[src/rtl/eth_tfg_pkg.sv]
package eth_tfg_pkg;

    typedef enum logic [2:0] {
        S_WAIT, S_PRE, S_HDR, S_PAY, S_PAD, S_FCS, S_GAP, S_DONE
    } tfg_state_t;

    typedef enum logic [1:0] {
        K_BASIC, K_SINGLE, K_STACKED
    } frame_kind_t;

    // One byte of the reflected CRC-32 (poly 0x04C11DB7 reversed = 0xEDB88320)
    function automatic logic [31:0] crc32_byte(input logic [31:0] c_in,
                                               input logic [7:0]  d);
        logic [31:0] c;
        c = c_in ^ {24'h0, d};
        for (int i = 0; i < 8; i++) begin
            c = c[0] ? ((c >> 1) ^ 32'hEDB88320) : (c >> 1);
        end
        return c;
    endfunction

endpackage

[src/rtl/tfg_frame_plan.sv]
module tfg_frame_plan
    import eth_tfg_pkg::*;
#(
    parameter int LEN_W  = 12,
    parameter int CNT_W  = 16,
    parameter int VLAN_W = 4
) (
    input  logic              clk,
    input  logic              rst_n,
    input  logic              advance,
    input  logic [CNT_W-1:0]  cfg_count,
    input  logic [LEN_W-1:0]  cfg_start,
    input  logic [LEN_W-1:0]  cfg_step,
    input  logic [LEN_W-1:0]  cfg_max,
    input  logic [VLAN_W-1:0] cfg_vlan,
    output logic [LEN_W-1:0]  cur_len,
    output frame_kind_t       cur_kind,
    output logic              more,
    output logic [CNT_W-1:0]  sent
);

    logic [LEN_W:0]  len_sum;
    logic [VLAN_W:0] pos;
    logic [VLAN_W:0] pos_single;
    logic [VLAN_W:0] pos_last;

    assign len_sum    = {1'b0, cur_len} + {1'b0, cfg_step};
    assign pos_single = {1'b0, cfg_vlan};
    assign pos_last   = pos_single + (VLAN_W+1)'(1);
    assign more       = (sent != cfg_count);

    always_ff @(posedge clk) begin
        if (!rst_n) begin
            cur_len <= cfg_start;
            pos     <= '0;
            sent    <= '0;
        end else if (advance) begin
            cur_len <= (len_sum > {1'b0, cfg_max}) ? cfg_start : len_sum[LEN_W-1:0];
            pos     <= (cfg_vlan == '0 || pos == pos_last) ? '0 : pos + (VLAN_W+1)'(1);
            sent    <= sent + CNT_W'(1);
        end
    end

    always_comb begin
        if (cfg_vlan == '0 || pos < pos_single) cur_kind = K_BASIC;
        else if (pos == pos_single)             cur_kind = K_SINGLE;
        else                                    cur_kind = K_STACKED;
    end

endmodule

[src/rtl/tfg_crc32.sv]
module tfg_crc32
    import eth_tfg_pkg::*;
(
    input  logic        clk,
    input  logic        init,
    input  logic        en,
    input  logic [7:0]  din,
    output logic [31:0] crc_q
);

    always_ff @(posedge clk) begin
        if (init)    crc_q <= 32'hFFFF_FFFF;
        else if (en) crc_q <= crc32_byte(crc_q, din);
    end

endmodule

[src/rtl/eth_test_frame_gen.sv]
module eth_test_frame_gen
    import eth_tfg_pkg::*;
#(
    parameter int          LEN_W     = 12,
    parameter int          CNT_W     = 16,
    parameter int          VLAN_W    = 4,
    parameter int          IPG       = 12,
    parameter logic [47:0] DST_MAC   = 48'h0A1B2C3D4E5F,
    parameter logic [47:0] SRC_MAC   = 48'h020000ABCDEF,
    parameter logic [15:0] OUTER_TCI = 16'h2064,
    parameter logic [15:0] INNER_TCI = 16'h0123
) (
    input  logic              clk,
    input  logic              rst_n,
    input  logic [CNT_W-1:0]  cfg_frame_count,
    input  logic [LEN_W-1:0]  cfg_len_start,
    input  logic [LEN_W-1:0]  cfg_len_step,
    input  logic [LEN_W-1:0]  cfg_len_max,
    input  logic              cfg_pad_en,
    input  logic [VLAN_W-1:0] cfg_vlan_every,
    input  logic              cfg_var_gap_en,
    input  logic              cfg_err_en,
    input  logic              cfg_pause_en,
    input  logic              pause_req,
    output logic [7:0]        gmii_txd,
    output logic              gmii_tx_en,
    output logic              gmii_tx_er,
    output logic              tx_done
);

    localparam int CW       = LEN_W + 2;
    localparam int MIN_BODY = 60;   // 64-byte minimum minus 4 FCS bytes

    tfg_state_t       state, nxt;
    logic [CW-1:0]    cnt, cnt_n;
    logic             advance;
    logic [LEN_W-1:0] cur_len;
    frame_kind_t      cur_kind;
    logic             more;
    logic [CNT_W-1:0] sent;
    logic [31:0]      crc_q;
    logic             held;
    logic [CW-1:0]    hdr_len, len_ext, body_len, pad_len, gap_len;
    logic [4:0]       hb, rel, tag_n;
    logic [63:0]      tagv;
    logic [15:0]      len16;

    tfg_frame_plan #(.LEN_W(LEN_W), .CNT_W(CNT_W), .VLAN_W(VLAN_W)) u_plan (
        .clk(clk), .rst_n(rst_n), .advance(advance),
        .cfg_count(cfg_frame_count), .cfg_start(cfg_len_start),
        .cfg_step(cfg_len_step), .cfg_max(cfg_len_max), .cfg_vlan(cfg_vlan_every),
        .cur_len(cur_len), .cur_kind(cur_kind), .more(more), .sent(sent)
    );

    tfg_crc32 u_crc (
        .clk(clk),
        .init(state == S_PRE),
        .en(state == S_HDR || state == S_PAY || state == S_PAD),
        .din(gmii_txd),
        .crc_q(crc_q)
    );

    // frame geometry
    always_comb begin
        unique case (cur_kind)
            K_STACKED: begin hdr_len = CW'(22); tag_n = 5'd8; tagv = {16'h88A8, OUTER_TCI, 16'h8100, INNER_TCI}; end
            K_SINGLE:  begin hdr_len = CW'(18); tag_n = 5'd4; tagv = {16'h8100, INNER_TCI, 32'h0}; end
            default:   begin hdr_len = CW'(14); tag_n = 5'd0; tagv = 64'h0; end
        endcase
        len_ext  = CW'(cur_len);
        len16    = 16'(cur_len);
        body_len = hdr_len + len_ext;
        pad_len  = (cfg_pad_en && body_len < CW'(MIN_BODY)) ? CW'(MIN_BODY) - body_len : '0;
        gap_len  = CW'(IPG) + (cfg_var_gap_en ? CW'(sent[2:0]) : '0);
        held     = cfg_pause_en && pause_req;
    end

    // state register
    always_ff @(posedge clk) begin
        if (!rst_n) begin
            state <= S_WAIT;
            cnt   <= '0;
        end else begin
            state <= nxt;
            cnt   <= cnt_n;
        end
    end

    // next state
    always_comb begin
        nxt     = state;
        cnt_n   = cnt + CW'(1);
        advance = 1'b0;
        unique case (state)
            S_WAIT: begin
                cnt_n = '0;
                if (!more)     nxt = S_DONE;
                else if (!held) nxt = S_PRE;
            end
            S_PRE: if (cnt == CW'(7)) begin
                cnt_n = '0;
                nxt   = S_HDR;
            end
            S_HDR: if (cnt == hdr_len - CW'(1)) begin
                cnt_n = '0;
                nxt   = (len_ext != '0) ? S_PAY : (pad_len != '0) ? S_PAD : S_FCS;
            end
            S_PAY: if (cnt == len_ext - CW'(1)) begin
                cnt_n = '0;
                nxt   = (pad_len != '0) ? S_PAD : S_FCS;
            end
            S_PAD: if (cnt == pad_len - CW'(1)) begin
                cnt_n = '0;
                nxt   = S_FCS;
            end
            S_FCS: if (cnt == CW'(3)) begin
                cnt_n   = '0;
                nxt     = S_GAP;
                advance = 1'b1;
            end
            S_GAP: if (cnt == gap_len - CW'(1)) begin
                cnt_n = '0;
                if (!more)    nxt = S_DONE;
                else if (held) nxt = S_WAIT;
                else          nxt = S_PRE;
            end
            S_DONE: cnt_n = '0;
        endcase
    end

    // outputs
    always_comb begin
        hb         = cnt[4:0];
        rel        = hb - 5'd12;
        gmii_txd   = 8'h00;
        gmii_tx_en = 1'b0;
        gmii_tx_er = 1'b0;
        tx_done    = (state == S_DONE);
        unique case (state)
            S_PRE: begin
                gmii_tx_en = 1'b1;
                gmii_txd   = (cnt == CW'(7)) ? 8'hD5 : 8'h55;
            end
            S_HDR: begin
                gmii_tx_en = 1'b1;
                gmii_tx_er = cfg_err_en && (cnt == hdr_len - CW'(1));
                if (hb < 5'd6)       gmii_txd = 8'(DST_MAC >> (8 * (5 - hb)));
                else if (hb < 5'd12) gmii_txd = 8'(SRC_MAC >> (8 * (11 - hb)));
                else if (rel < tag_n) gmii_txd = 8'(tagv >> (8 * (7 - rel)));
                else                 gmii_txd = (rel == tag_n) ? len16[15:8] : len16[7:0];
            end
            S_PAY: begin
                gmii_tx_en = 1'b1;
                gmii_txd   = cnt[7:0];
            end
            S_PAD: gmii_tx_en = 1'b1;
            S_FCS: begin
                gmii_tx_en = 1'b1;
                gmii_txd   = 8'(~crc_q >> (8 * cnt[1:0]));
            end
            default: ;
        endcase
    end

endmodule

[config.mk]
export PLATFORM = sky130hd
export DESIGN_NAME = eth_test_frame_gen
export DESIGN_NICKNAME = d
export VERILOG_FILES = /design/src/rtl/eth_tfg_pkg.sv /design/src/rtl/tfg_frame_plan.sv /design/src/rtl/tfg_crc32.sv /design/src/rtl/eth_test_frame_gen.sv
export SDC_FILE = /design/constraint.sdc
export NUM_CORES = 1
export LEC_CHECK = 0
export ABC_CLOCK_PERIOD_IN_PS = 8200
export CORE_ASPECT_RATIO = 0.7
export CORE_MARGIN = 1
export CORE_UTILIZATION = 45
export DETAILED_ROUTE_END_ITERATION = 12
export DONT_BUFFER_PORTS = 1
export PLACE_DENSITY_LB_ADDON = 0.15
export SKIP_LAST_GASP = 1
export SYNTH_ARGS = -nofsm -noshare
export SYNTH_HDL_FRONTEND = slang
export SYNTH_SLANG_ARGS = --single-unit
[constraint.sdc]
create_clock -name clk -period 8.2 [get_ports clk]
set_input_delay 0.82 -clock clk [delete_from_list [all_inputs] [get_ports clk]]
set_output_delay 0.82 -clock clk [all_outputs]
set_load 0.03 [all_outputs]
==> metrics.txt <==
final std cells w/o fill=1,151; die width=161 um; cell area after layout=8350 um2; Worst Path Max Fanout=14; Routed WL=21,400 um; number of synthesized flops with an enable pin=12; IO Pins=74; Post-Synthesis Cells=944; Clock power frac=0.143; post-layout min period=6.29 ns; YS warnings=0; Hold Startpoint=u_crc.crc_q[12]; number of buffers created by CTS=9; M1 GR Usage=0.379; Worst R2R Setup Slack=2.00 ns; P&R area growth vs syn=5.00%; Flop pwr share=0.215; clk root buf=clkbuf_16; gr ovfl total=0; Netlist Area Pre-Place=7950 um2; status=completed; average cell area after synthesis=8.42 um2; Iter 0 DRT Violations=570; PostCTS Resize Cnt=0; RD Place Congestion=0.856; Sw Pwr=1.30 mW; Tightest Pin Transition=1.09 ns; area of the multi-input gates=5800 um2; FF-to-FF Start=u_plan.pos[3]; top cell type's share of synthesized area=0.176; CP dominant cell by count=a21oi_1; top_reg_cell synth=dfxtp_1; RSZ-0062 raised after global routing=no; Int Power=1.53 mW; total track usage=0.242; grt met3 use=0.0583; Hold Path Class=register to register; Synth top cells by count=nor2_1 (90), xnor2_1 (90), dfxtp_1 (70), a21oi_1 (57), xor2_1 (56); Syn Nets=1,059; clock sinks=82; busiest grt layer=met1; IO buf count=0; final hold violation count=0; max-slew violations=0; Post-CTS Hold Buffers=0; Synth area leader=dfxtp_1; # H-tree levels=3; effective utilization at floorplan=0.462; clock skew=0.0116 ns; initial antenna violation count=1; Max Buffers Root-to-Sink=2; achievable frequency=159 MHz; nets=1,030; post-synthesis cell type count=98; worst path arrival time=6.50 ns; vias per cell=5.80; Final TNS setup=0 ns; fill count=1,679; grt met2 use=0.326; CTS tree=done; clk slew on worst S/H paths=0.07 ns; area post-placement=8060 um2; CP Capture Type=register; worst reg2reg path depth=24; Hold EP=u_crc.crc_q[12]; CP max stage cell=a32oi_2; wire length of the first global-routing pass=34,600 um; first-pass detailed-route iteration total=5; Worst R2R End=cnt[3]; Final Setup Violations=0; Post-CTS Setup Bufs=0; post-route ant nets=0; layout cells sized above 1=0.0859; placed cell count=1,135; Max-slew headroom=0.266; Seq. cell area=1760 um2; Synth area leaders=dfxtp_1 (18%), xnor2_1 (9.9%), ha_1 (7.9%), xor2_1 (6.2%), edfxtp_1 (4.5%); Die Y=113 um; part of the power in combinational logic=0.643; sequential area share after synthesis=0.222; Yosys reg bits=82; final worst-path cycle share=0.767; # diodes=0; Core Area=17,200 um2; DR WL/cell=18.6 um; sw frac=0.460; Min Hold Slack=0.510 ns; Post-synth ARST share=0; Max-cap violations=0; CP Class=primary input to register; residual DRC count=0; routed vias=6,677; Layout Utilization=0.485; Power Dens Cells=338 nW/um2; Clock Latency Late Sink=0.36 ns; Detail Placement HPWL=16,000 um; hold path depth=2; vias in the first global route=6,094; CP max stage delay=0.53 ns; CP required=8.42 ns; LEAKAGE=3.15 nW; die area=18,200 um2; num rows=40; Startpoint Class=primary input; Peak supply drop=221 uV; pin count of the biggest net entering global routing=45
flip-flops by register name (all words and copies together), names as in the netlist:
signal and flops:
u_crc.crc_q 32, u_plan.sent 16, cnt 14, u_plan.cur_len 12, u_plan.pos 5, state 3
cell families (layout without fill, tap and decap cells):
group	after synthesis	count (layout)	synth area share
DFF	82	82	0.222
muxes	32	32	0.0559
AOI/OAI and AO/OA	215	215	0.182
xor gates and xnor gates	161	161	0.203
and+or+nand+nor	312	312	0.203
adders and majority gates	52	52	0.0837
buffers and inverters	90	66	0.0504
power groups by stage:
| stage | Clock [mW] | Sequential [mW] | Combinational (mW) |
|---|---|---|---|
| finish | 0.403 | 0.607 | 1.82 |
| global route | 0.428 | 0.618 | 1.98 |
| CTS | 0.412 | 0.603 | 1.81 |
| detailed placement | 0 | 0.612 | 1.80 |
| global placement | 0 | 0.613 | 1.79 |
| floorplan | 0 | 0.556 | 1.52 |
cell usage in the layout, fill, tap and decap left out, types with 13 or more instances in the layout:
cell type	synthesis	final
mux2_2	13	13
a21oi_1	57	57
nand4_1	24	24
nor2_1	90	90
dfxtp_1	70	70
a21o_1	13	13
nand2_1	54	54
ha_1	50	50
xnor2_1	90	90
inv_1	41	41
or3_1	15	15
nor3_1	33	33
xor2_1	56	56
o21ai_0	46	45
nand3_1	24	24
worst max-delay path by stage:
stage,end,slack (ns),startpoint,cells after the start
floorplan,cnt[10],2.02,cfg_vlan_every[3],27
global placement,cnt[10],1.78,cfg_vlan_every[3],25
CTS,cnt[3],1.98,cfg_vlan_every[3],25
finish,cnt[3],1.91,cfg_vlan_every[3],25
detailed placement,cnt[3],1.64,cfg_vlan_every[3],25
global route,cnt[8],1.40,cfg_vlan_every[3],25
layer usage:
metal	share of wire	up-vias	wire length (um)
li1	-	3345	-
met1	0.53	3118	11400
met2	0.38	199	8170
met3	0.076	15	1630
met4	0.0091	0	195
met5	0	-	0
area by class of cell:
cell class,count,share of cell area
sequential,82,0.211
multi-input combinational,772,0.695
clock inverter,7,0.00704
inverter,43,0.0193
timing repair buffer,7,0.00629
clock buffer,9,0.0270
tap,231,0.0346
metrics by stage:
stage	power, mW	setup slack [ns]
2_1_floorplan	2.08	2.02
3_3_place_gp	2.41	1.78
3_5_place_dp	2.41	1.64
4_1_cts	2.82	1.98
5_1_grt	3.02	1.40
6_report	2.83	1.91
critical path, delay by kind of cell:
family	cells	cell delay (ns)
AOI/OAI and AO/OA	8	2.21
xor gates and xnor gates	3	0.60
adders and majority gates	3	1.04
buffers and inverters	4	0.51
and+or+nand+nor	7	1.29
No activity file was read; power rests on OpenSTA's default activity.
